<file path="config.mk">
export PLATFORM = sky130hd
export DESIGN_NAME = potcmp_ctrl
export DESIGN_NICKNAME = d
export VERILOG_FILES = /design/src/rtl/potcmp_pkg.sv /design/src/rtl/potcmp_decode.sv /design/src/rtl/potcmp_busy.sv /design/src/rtl/potcmp_regs.sv /design/src/rtl/potcmp_cmpgate.sv /design/src/rtl/potcmp_ctrl.sv
export SDC_FILE = /design/constraint.sdc
export NUM_CORES = 1
export LEC_CHECK = 0
export BUFFER_PORTS_ARGS = -buffer_cell sky130_fd_sc_hd__buf_4
export CAP_MARGIN = 15
export CORE_ASPECT_RATIO = 1.1
export CORE_MARGIN = 2
export CORE_UTILIZATION = 57
export DETAILED_ROUTE_END_ITERATION = 6
export GPL_ROUTABILITY_DRIVEN = 0
export GPL_TIMING_DRIVEN = 0
export PLACE_DENSITY_LB_ADDON = 0.25
export SETUP_SLACK_MARGIN = 0.15
export SLEW_MARGIN = 20
export SYNTH_ARGS = -nofsm -noshare
export SYNTH_HDL_FRONTEND = slang
export SYNTH_HIERARCHICAL = 1
export SYNTH_SLANG_ARGS = --single-unit
</file>
<file path="constraint.sdc">
create_clock -name clk_i -period 3.3 [get_ports clk_i]
set_input_delay 0.165 -clock clk_i [delete_from_list [all_inputs] [get_ports clk_i]]
set_output_delay 0.165 -clock clk_i [all_outputs]
set_load 0.05 [all_outputs]
</file>
<file path="src/rtl/potcmp_pkg.sv">
package potcmp_pkg;
  localparam int unsigned N_TGT = 4;
  localparam int unsigned N_DR  = 4;

  localparam logic [3:0] OP_GD2L  = 4'h1;
  localparam logic [3:0] OP_STEP  = 4'h2;
  localparam logic [3:0] OP_GL2D  = 4'h8;
  localparam logic [3:0] OP_RDLV  = 4'h9;
  localparam logic [3:0] OP_WRLV  = 4'hA;
  localparam logic [3:0] OP_RDDR  = 4'hB;
  localparam logic [3:0] OP_WRDR  = 4'hC;
  localparam logic [3:0] OP_D2L   = 4'hD;
  localparam logic [3:0] OP_L2D   = 4'hE;

  localparam int unsigned ACR_EN   = 0;
  localparam int unsigned ACR_HOLD = 1;
  localparam int unsigned ACR_PD   = 2;

  typedef struct packed {
    logic       rd_live;
    logic       wr_live;
    logic       rd_dr;
    logic       wr_dr;
    logic       d2l;
    logic       l2d;
    logic       g_d2l;
    logic       g_l2d;
    logic       step;
    logic [1:0] sel;
    logic [1:0] tgt;
  } op_t;
endpackage

</file>
<file path="src/rtl/potcmp_decode.sv">
module potcmp_decode
  import potcmp_pkg::*;
(
  input  logic       valid_i,
  input  logic       busy_i,
  input  logic [7:0] instr_i,
  output op_t        op_o
);
  logic accept;
  assign accept = valid_i && !busy_i;

  always_comb begin
    op_o     = '0;
    op_o.sel = instr_i[3:2];
    op_o.tgt = instr_i[1:0];
    if (accept) begin
      unique case (instr_i[7:4])
        OP_RDLV: op_o.rd_live = 1'b1;
        OP_WRLV: op_o.wr_live = 1'b1;
        OP_RDDR: op_o.rd_dr   = 1'b1;
        OP_WRDR: op_o.wr_dr   = 1'b1;
        OP_D2L:  op_o.d2l     = 1'b1;
        OP_L2D:  op_o.l2d     = 1'b1;
        OP_GD2L: op_o.g_d2l   = 1'b1;
        OP_GL2D: op_o.g_l2d   = 1'b1;
        OP_STEP: op_o.step    = 1'b1;
        default: ;
      endcase
    end
  end
endmodule

</file>
<file path="src/rtl/potcmp_busy.sv">
module potcmp_busy #(
  parameter int unsigned BUSY_CYC = 5000
) (
  input  logic clk_i,
  input  logic rst_ni,
  input  logic start_i,
  output logic busy_o
);
  localparam int unsigned CW = $clog2(BUSY_CYC + 1);
  logic [CW-1:0] cnt_q;

  always_ff @(posedge clk_i or negedge rst_ni) begin
    if (!rst_ni)                 cnt_q <= '0;
    else if (start_i)            cnt_q <= CW'(BUSY_CYC);
    else if (cnt_q != '0)        cnt_q <= cnt_q - 1'b1;
  end

  assign busy_o = (cnt_q != '0);
endmodule

</file>
<file path="src/rtl/potcmp_regs.sv">
module potcmp_regs
  import potcmp_pkg::*;
#(
  parameter int unsigned W = 8
) (
  input  logic                        clk_i,
  input  logic                        rst_ni,
  input  op_t                         op_i,
  input  logic [W-1:0]                data_i,
  output logic [N_TGT-1:0][W-1:0]     live_o,
  output logic                        dr_write_o,
  output logic                        rd_valid_o,
  output logic [W-1:0]                rd_data_o
);
  localparam logic [W-1:0] WMAX = '1;

  logic [N_TGT-1:0][W-1:0]           live_q;
  logic [N_TGT-1:0][N_DR-1:0][W-1:0] dr_q;
  logic [W-1:0]                      cur_live, cur_dr;

  assign cur_live   = live_q[op_i.tgt];
  assign cur_dr     = dr_q[op_i.tgt][op_i.sel];
  assign dr_write_o = op_i.wr_dr | op_i.l2d | op_i.g_l2d;

  always_ff @(posedge clk_i or negedge rst_ni) begin
    if (!rst_ni) begin
      live_q     <= '0;
      dr_q       <= '0;
      rd_valid_o <= 1'b0;
      rd_data_o  <= '0;
    end else begin
      rd_valid_o <= op_i.rd_live | op_i.rd_dr;
      if (op_i.rd_live) rd_data_o <= cur_live;
      if (op_i.rd_dr)   rd_data_o <= cur_dr;
      if (op_i.wr_live) live_q[op_i.tgt] <= data_i;
      if (op_i.wr_dr)   dr_q[op_i.tgt][op_i.sel] <= data_i;
      if (op_i.d2l)     live_q[op_i.tgt] <= cur_dr;
      if (op_i.l2d)     dr_q[op_i.tgt][op_i.sel] <= cur_live;
      for (int t = 0; t < N_TGT; t++) begin
        if (op_i.g_d2l) live_q[t] <= dr_q[t][op_i.sel];
        if (op_i.g_l2d) dr_q[t][op_i.sel] <= live_q[t];
      end
      // stepping only applies to wipers (tgt[1]==0)
      if (op_i.step && !op_i.tgt[1]) begin
        if (data_i[0]) live_q[op_i.tgt] <= (cur_live == WMAX) ? cur_live : cur_live + 1'b1;
        else           live_q[op_i.tgt] <= (cur_live == '0)   ? cur_live : cur_live - 1'b1;
      end
    end
  end

  assign live_o = live_q;
endmodule

</file>
<file path="src/rtl/potcmp_cmpgate.sv">
module potcmp_cmpgate
  import potcmp_pkg::*;
(
  input  logic       clk_i,
  input  logic       rst_ni,
  input  logic [2:0] ctl_i,
  input  logic       cmp_i,
  output logic       cmp_o,
  output logic       analog_en_o
);
  logic en, hold, pd, raw, held_q;

  assign en   = ctl_i[ACR_EN];
  assign hold = ctl_i[ACR_HOLD];
  assign pd   = ctl_i[ACR_PD];
  assign raw  = cmp_i & ~pd;

  // track input until hold is set, then freeze
  always_ff @(posedge clk_i or negedge rst_ni) begin
    if (!rst_ni)   held_q <= 1'b0;
    else if (!hold) held_q <= raw;
  end

  assign cmp_o       = en & ~pd & (hold ? held_q : cmp_i);
  assign analog_en_o = ~pd;
endmodule

</file>
<file path="src/rtl/potcmp_ctrl.sv">
module potcmp_ctrl
  import potcmp_pkg::*;
#(
  parameter int unsigned W        = 8,
  parameter int unsigned BUSY_CYC = 5000
) (
  input  logic              clk_i,
  input  logic              rst_ni,
  input  logic              cmd_valid_i,
  input  logic [7:0]        cmd_instr_i,
  input  logic [W-1:0]      cmd_data_i,
  output logic              busy_o,
  output logic              rd_valid_o,
  output logic [W-1:0]      rd_data_o,
  output logic [1:0][W-1:0] wiper_o,
  input  logic [1:0]        cmp_in_i,
  output logic [1:0]        cmp_out_o,
  output logic [1:0]        analog_en_o
);
  op_t                    op;
  logic                   dr_write;
  logic [N_TGT-1:0][W-1:0] live;
  logic [1:0][W-1:0]      acr_q;

  potcmp_decode u_decode (
    .valid_i (cmd_valid_i),
    .busy_i  (busy_o),
    .instr_i (cmd_instr_i),
    .op_o    (op)
  );

  potcmp_regs #(.W(W)) u_regs (
    .clk_i      (clk_i),
    .rst_ni     (rst_ni),
    .op_i       (op),
    .data_i     (cmd_data_i),
    .live_o     (live),
    .dr_write_o (dr_write),
    .rd_valid_o (rd_valid_o),
    .rd_data_o  (rd_data_o)
  );

  potcmp_busy #(.BUSY_CYC(BUSY_CYC)) u_busy (
    .clk_i   (clk_i),
    .rst_ni  (rst_ni),
    .start_i (dr_write),
    .busy_o  (busy_o)
  );

  assign wiper_o[0] = live[0];
  assign wiper_o[1] = live[1];
  assign acr_q[0]   = live[2];
  assign acr_q[1]   = live[3];

  for (genvar c = 0; c < 2; c++) begin : g_cmp
    potcmp_cmpgate u_gate (
      .clk_i       (clk_i),
      .rst_ni      (rst_ni),
      .ctl_i       (acr_q[c][2:0]),
      .cmp_i       (cmp_in_i[c]),
      .cmp_o       (cmp_out_o[c]),
      .analog_en_o (analog_en_o[c])
    );
  end
endmodule

</file>
# After elaboration in Yosys (flattened, before gate mapping)
# Cells that the tools add are included.
# totals
out_inout_bits	30
in_bits	21
wordCells	125
ff_bits	184
# classes
muxes	62
bitwise	11
magnitude_cmp	4
add_sub_neg	3
reduce_logical	10
n_eq_ne	10
# op_table
operator	count
32-bit two-way mux	10
128-bit bitwise mux	2
32-bit bitwise mux	8
128-bit two-way mux	2
8-bit two-way mux	16
8-bit binary-select mux with 2-bit select	6
32-bit binary-select mux with 2-bit select	1
32-bit demux with 2-bit select	1
8-bit demux with 2-bit select	2
4-bit equality test, second input constant	7
13-bit two-way mux	2
13-bit nonzero test	1
13-bit by 1-bit subtractor with 13-bit output, second input constant	1
1-bit two-way mux	11
9-bit two-way mux	1
8-bit by 1-bit adder with 8-bit output, second input constant	1
8-bit equality test, second input constant	1
8-bit zero test	1
8-bit by 1-bit subtractor with 8-bit output, second input constant	1
1-bit bitwise AND	6
2-bit by 3-bit < comparator with 1-bit output, second input constant	2
4-bit by 1-bit equality test with 1-bit output, second input constant	1
4-bit by 2-bit equality test with 1-bit output, second input constant	1
2-bit by 1-bit greater-or-equal comparator with 1-bit output, second input constant	2
5 further kinds	13

# Depth between registers and ports, before layout
# Gate-level depths: netlist of the first run.
# logic_depth
word_depth	12
depth_mapped	14
mapped_depth_nobuf	12

# Modules after synthesis
# The synthesis of the first run kept the hierarchy.
# by_module_without_submodules
module	seq_area_each_um2	n_inst	cells_each	area_per_inst_um2
potcmp_regs	4229.1	1	1381	11673.7
potcmp_busy	325.3	1	74	706.9
potcmp_cmpgate	25.0	2	7	77.6
potcmp_decode	0.0	1	19	113.9

# Worst setup path before layout of the first run
# Ideal clock, no wire load.
# synth_timing
kind	register to register
start	register u_busy.cnt_q[0]
end	register u_regs/dr_q[12] (netlist bit)
setup_time_ps	132
stages_incl_launch_ff	14
setup_slack_ps	-504
n_path_buf	1
required_time_ps	3168
arrival_time_ps	3672
period_less_slack_ps	3804
path_cell_list	dfrtp_1 > inv_1 > ha_1 > nor4b_1 > nand3_1 > nand4b_1 > nor3_1 > clkbuf_1 > nand3b_2 > nor3_4 > mux2i_1 > nor2_1 > a21oi_1 > o21ai_1
# synth_lines
item	line	source
start: declaration	potcmp_busy.sv:10	logic [CW-1:0] cnt_q;
start signal: assignment	potcmp_busy.sv:14	else if (start_i) cnt_q <= CW'(BUSY_CYC);
start signal: assignment	potcmp_busy.sv:15	else if (cnt_q != '0) cnt_q <= cnt_q - 1'b1;
end signal: indexed assignment	potcmp_regs.sv:36	if (op_i.wr_dr) dr_q[op_i.tgt][op_i.sel] <= data_i;
end signal: indexed assignment	potcmp_regs.sv:38	if (op_i.l2d) dr_q[op_i.tgt][op_i.sel] <= cur_live;
end signal: indexed assignment	potcmp_regs.sv:41	if (op_i.g_l2d) dr_q[t][op_i.sel] <= live_q[t];
end: declaration	potcmp_regs.sv:18	logic [N_TGT-1:0][N_DR-1:0][W-1:0] dr_q;

# Worst setup path after layout of the first run
# layout_timing
start	register u_regs.live_q, in the netlist u_regs/live_o[20]
end	register u_regs/dr_q[92] (netlist bit)
# layout_between
elab_chain_len	6
# layout_rtl
item	line	source
start: declaration	potcmp_regs.sv:17	logic [N_TGT-1:0][W-1:0] live_q;
start signal: indexed assignment	potcmp_regs.sv:35	if (op_i.wr_live) live_q[op_i.tgt] <= data_i;
start signal: indexed assignment	potcmp_regs.sv:37	if (op_i.d2l) live_q[op_i.tgt] <= cur_dr;
start signal: indexed assignment	potcmp_regs.sv:40	if (op_i.g_d2l) live_q[t] <= dr_q[t][op_i.sel];
8-bit binary-select mux with 2-bit select	potcmp_regs.sv:21	assign cur_live = live_q[op_i.tgt];
8-bit two-way mux (not written as such)	potcmp_regs.sv:21	
128-bit bitwise mux	potcmp_regs.sv:38	
128-bit two-way mux	potcmp_regs.sv:38	
32-bit bitwise mux	potcmp_regs.sv:41	
32-bit two-way mux *	potcmp_regs.sv:41	
# Mark *: on every way between the ends. The rest lies on a longest branch, timed or not. The select of a mux whose other input is x is not followed.
# A chain may end at the register's enable or synchronous reset.

==> flow_summary.ini, run 1 <==
[run_status]
outcome = finished, violations left
violations = design-rule violations

[placed_design]
dp.cells = 1822
dpl.hpwl_um = 33800
portBuffers = 38
pre_cts_ws_ns = -0.857

[final_layout]
syn_to_final_growth_pct = 14.9
drive_above_1_share = 0.189
nFillCells = 1826
layout.nets = 1601
fin_util = 0.662
n_antenna_cell = 0
final_cells = 1881

[floorplan]
dieWidth_um = 146
die_area_sq_um = 23400
io_pins = 51
fp.dieH_um = 160
initial_core_util = 0.576
rows = 57
core_sq_um = 22000

[sta]
setup_viol_count_final = 0
min_period_over_period = 0.960
worst_clock_skew_ns = 0.00893
finalCriticalPeriod_ns = 3.17
hold_viol = 0
maxSlewHeadroom = 0.297
max_freq_ghz = 0.316
rsz0062_at_grt = true
worst_pin_slew_ns = 1.05
setup_ws_ns = 0.131
setup_tns_ns = 0
drv_slew = 0

[run]
cap_viol_max_count = 0

[logic_synthesis]
netlist_instances = 1488
netlist_area_sq_um = 12600
syn_area_per_cell_sq_um = 8.50
async_flop_share = 1.00
ys_seq_area_frac = 0.364
ys_warn_count = 6
synthFlopType = dfrtp_1
ys_ff_latch = 184
synth_edf_count = 0
yosysUniqueCellTypes = 69
synth_fp_nets = 1514

[routing]
vias = 13200
drc = 6
first_iter_violations = 2343
drt-pass1-iter-count = 7
wl_um = 49900
wl_per_cell_um = 26.5
postRouteAntennaNets = 0
viasPerCell = 6.99

[global_route]
grt_pass1_vias = 12300
grt_max_degree = 96
antenna_found_initial = 1
grt_pass1_wl_um = 73700
grt_use_total = 0.420
grt_overflow = 0

[power]
power_density_nw_per_um2 = 347
p_leak_nw = 6.38
vdd_drop_max_uv = 362

[worst_hold_path]
hold_start = cmd_instr_i[6]
hp-class = in -> reg

[critical_path]
cp_max_fo = 10
crit_required_ns = 3.66
r2r-start = u_regs/live_o[20]
start_kind = flop
worstPathArrival_ns = 3.53
critPathKind = reg -> reg
end_kind = flop
crit_start = u_regs/live_o[20]

[clocking]
numCtsBuffers = 17
cts.sinks = 184
cts_max_level = 4
cts.path.max_buffers = 2
clock_latency_ns = 0.45
cts_root_buf = clkbuf_16
clkSlewWorstSetupHoldPaths_ns = 0.07
cts_tree = yes
[cell type report]
class                           instances  area, sq um  share of cell area
Clock inverter                         12          123             0.00843
Timing Repair Buffer                   69          653              0.0449
Multi-Input combinational cell       1152         7620               0.524
Buffer                                141          689              0.0474
Sequential cell                       184         4620               0.317
Tap cell                              295          369              0.0254
Clock buffer                           18          429              0.0295
Inverter                               10         38.8             0.00267
[worst max-delay path: stages, from the launching register on]
cell and delay [ns]:
dfrtp_1 0.32, buf_1 0.59, mux4_2 0.47, clkbuf_1 0.70, clkbuf_1 0.65, a21oi_1 0.12, o21ai_0 0.20
[power breakdown]
| group | total [mW] | internal (mW) | leakage, nW | switching, mW |
|---|---|---|---|---|
| clock network | 2.02 | 1.05 | 0.265 | 0.970 |
| registers | 2.40 | 2.31 | 2.51 | 0.0948 |
| logic | 0.627 | 0.220 | 3.61 | 0.407 |
| total | 5.05 | 3.58 | 6.38 | 1.47 |
[layout by cell type (no fill, tap or decap), types with 6 or more instances in the layout]
cell and count:
a211oi_1 23, a21o_1 13, a21oi_1 165, a311oi_1 6, and2_1 9, buf_1 10
buf_12 8, buf_2 19, buf_4 68, buf_6 6, clkbuf_1 58, clkbuf_16 17
clkbuf_2 37, dfrtp_1 175, dfrtp_2 9, inv_1 6, mux2i_1 131, mux4_2 46
nand2_1 229, nand3_1 17, nor2_1 148, nor2_2 9, nor2_4 10, nor2b_1 14
nor3_4 6, o21ai_0 117, o21ai_1 69, o22ai_1 15, o31ai_1 19
[kinds of logic after synthesis]
group / share of synthesized area
flops: 0.364
xor+xnor: 0.00346
mux: 0.192
compound gates: 0.201
simple gates: 0.182
buf+inv: 0.0518
fa+ha+maj: 0.00495
[synth_stat cells, types with 6 or more instances]
library cell / n / area (sq um)
a211oi_1: 23 / 173
a21o_1: 13 / 97.6
a21oi_1: 167 / 836
a311oi_1: 6 / 52.6
and2_1: 9 / 56.3
buf_1: 11 / 41.3
buf_2: 17 / 85.1
buf_4: 9 / 67.6
clkbuf_1: 101 / 379
dfrtp_1: 184 / 4600
inv_1: 9 / 33.8
mux2i_1: 132 / 1320
mux4_2: 46 / 1040
nand2_1: 231 / 867
nand3_1: 19 / 95.1
nor2_1: 159 / 597
nor2_2: 7 / 43.8
nor2b_1: 14 / 87.6
nor3_1: 6 / 30.0
o21ai_0: 121 / 606
o21ai_1: 65 / 325
o22ai_1: 15 / 93.8
o31ai_1: 19 / 143
[metrics by stage]
step | hold slack [ns] | cell area (sq um) | total power [mW]
CTS | 0.138 | 14200 | 4.99
finish | 0.186 | 14500 | 5.05
detailed placement | 0.227 | 13400 | 2.98
global placement | 0.436 | 13400 | 2.96
global route | 0.177 | 14500 | 5.19
floorplan | -0.131 | 12700 | 2.77
[state kept, by name, summed over array words and instances, names as in the netlist]
register and count:
g_cmp.u_gate/held_q 2, u_regs/live_o 32, u_regs/rd_data_o 8, u_regs/dr_q 128, u_busy/cnt_q 13, u_regs/rd_valid_o 1
[worst paths after layout]
| check | to | slack [ns] | cells after the start |
|---|---|---|---|
| max in group asynchronous | u_regs/dr_q[68] | 1.98 | 3 |
| max reg2reg | u_regs/dr_q[92] | 0.13 | 6 |
| min in group asynchronous | u_busy/cnt_q[3] | 0.32 | 2 |
| max | u_regs/dr_q[92] | 0.13 | 6 |
| min reg2reg | g_cmp[0].u_gate/held_q | 0.50 | 2 |
| min | u_regs/live_o[9] | 0.19 | 4 |
[timing repair]
action / in CTS / in global routing
cloned: 0 / 0
buffers inserted: 8 / 19
resized for setup: 63 / 68
setup endpoints to repair: 160 / 159
hold buffers: 3 / 0
endpoints found under the hold margin: 91 / 0
pin swaps: 5 / 10
[metal layers]
| metal | up-vias | wire, um | track usage |
|---|---|---|---|
| li1 | 5456 | - | - |
| met1 | 6120 | 17000 | 0.543 |
| met2 | 1239 | 20700 | 0.610 |
| met3 | 339 | 7900 | 0.128 |
| met4 | 2 | 4280 | 0.278 |
| met5 | - | 8 | 0 |
(Power assumes the default switching activity.)
==> run 2, diff against run 1 <==
==> constraint.sdc (replaced) <==
create_clock -name clk_i -period 3.3 [get_ports clk_i]
set_input_delay 0.495 -clock clk_i [delete_from_list [all_inputs] [get_ports clk_i]]
set_output_delay 0.495 -clock clk_i [all_outputs]
set_load 0.05 [all_outputs]
==> flow_summary.ini, run 2 (synthesis gave the netlist of run 1 again) <==
[final_layout]
drive_above_1_share = 0.190
final_cell_mix = nand2_1 (229), dfrtp_1 (175), a21oi_1 (165), nor2_1 (148), mux2i_1 (131)
nFillCells = 1828
multi_input_area_sq_um = 7620
seqCellArea_sq_um = 4620
layout_commonest_cell = nand2_1
largest_reg_flops = 128
regMostFlops = u_regs/dr_q
syn_to_final_growth_pct = 14.7
layout.nets = 1598
n_antenna_cell = 0

[routing]
wl_per_cell_um = 26.6
postRouteAntennaNets = 0
drt-pass1-iter-count = 7
first_iter_violations = 2477
viasPerCell = 7.01
wl_um = 49900
vias = 13200
drc = 0

[power]
p_comb_frac = 0.124
p_sw_mw = 1.47
vdd_drop_max_uv = 365
p_int_mw = 3.57
power_density_nw_per_um2 = 348
seqPwrFrac = 0.476
p_leak_nw = 6.37
pwr-share-clk = 0.400
p_sw_frac = 0.292

[clocking]
cts_max_level = 4
numCtsBuffers = 17
clkSlewWorstSetupHoldPaths_ns = 0.08
cts_root_buf = clkbuf_16
cts_tree = yes
clock_latency_ns = 0.45
cts.sinks = 184
cts.path.max_buffers = 2

[sta]
hold_slack_ns = 0.0278
maxSlewHeadroom = 0.283
rsz0062_at_grt = true
setup_ws_ns = 0.0655
finalCriticalPeriod_ns = 3.23
worst_clock_skew_ns = 0.0111
hold_viol = 0
min_period_over_period = 0.980
drv_slew = 0
max_freq_ghz = 0.309
setup_viol_count_final = 0
worst_pin_slew_ns = 1.08

[critical_path]
end_kind = flop
r2r-start = u_regs/live_o[20]
rr_worst_depth = 6
cp_max_fo = 10
rrSetupSlack_ns = 0.07
crit_required_ns = 3.65
worstPathArrival_ns = 3.59
start_kind = flop
r2r_end = u_regs/dr_q[124]
critPathKind = reg -> reg

[run_status]
outcome = complete, no violations

[run]
cap_viol_max_count = 0

[floorplan]
dieWidth_um = 146
die_area_sq_um = 23400
rows = 57
fp.dieH_um = 160
io_pins = 51
initial_core_util = 0.576
core_sq_um = 22000

[global_route]
grt_use_total = 0.420
grt_max_degree = 96
grt_pass1_wl_um = 73600
grt_overflow = 0
grt_pass1_vias = 12300
antenna_found_initial = 1

[placed_design]
pre_cts_ws_ns = -1.05
portBuffers = 38
dpl.hpwl_um = 33800

[worst_hold_path]
hp-class = in -> async
## run 2: power groups by stage
stage	clock [mW]	sequential, mW	combinational [mW]
2_1_floorplan	0	2.43	0.342
3_3_place_gp	0	2.43	0.526
3_5_place_dp	0	2.43	0.545
4_1_cts	2.02	2.40	0.559
5_1_grt	2.12	2.41	0.661
6_report	2.02	2.40	0.625
## run 2: how the worst max path moves through the flow
stage,startpoint,end,slack [ns],cells past startpoint
after floorplan,u_busy/cnt_q[0],u_regs/live_o[6],0.17,14
after global placement,cmd_instr_i[1],u_regs/live_o[1],-1.05,14
after detailed placement,cmd_instr_i[0],u_regs/live_o[1],-1.05,14
after CTS,u_regs/live_o[17],u_regs/live_o[1],0.1,12
after global routing,u_busy/cnt_q[0],u_regs/dr_q[23],0.05,14
final,u_regs/live_o[20],u_regs/dr_q[124],0.07,6
## run 2: what timing repair did
action | in CTS | in global routing
setup endpoints to repair | 160 | 159
hold buffers | 0 | 0
pin swaps | 5 | 10
gates resized for setup | 63 | 68
buffers inserted | 8 | 19
## run 2: through the flow
stage | setup TNS, ns | utilization | instances | power, mW | instance area, sq um
after floorplan | 0 | - | 1488 | 2.77 | 12700
after global placement | -22.97 | 0.608 | 1821 | 2.96 | 13400
after detailed placement | -32.83 | 0.610 | 1822 | 2.98 | 13400
after CTS | 0 | 0.647 | 1859 | 4.98 | 14200
after global routing | 0 | 0.661 | 1878 | 5.19 | 14500
final | 0 | 0.661 | 1878 | 5.05 | 14500
## run 2: final cells by class
class / count / share of cell area
Multi-Input combinational cell: 1152 / 0.525
Buffer: 141 / 0.0475
Clock buffer: 18 / 0.0296
Inverter: 10 / 0.00267
Clock inverter: 12 / 0.00845
Tap cell: 295 / 0.0254
Timing Repair Buffer: 66 / 0.0429
Sequential cell: 184 / 0.318
## run 2: critical path, stage by stage (launching register included)
cell and delay, ns:
dfrtp_1 0.32, buf_1 0.58, mux4_2 0.47, clkbuf_1 0.76, clkbuf_1 0.66, a21oi_1 0.12, o21ai_0 0.22
## run 2: layer usage
metal  share of wire  up-vias  GRT usage
met5               0        -          0
met4           0.085        0      0.278
met3            0.16      357      0.128
met2            0.42     1278      0.610
met1            0.34     6070      0.543
li1                -     5454          -
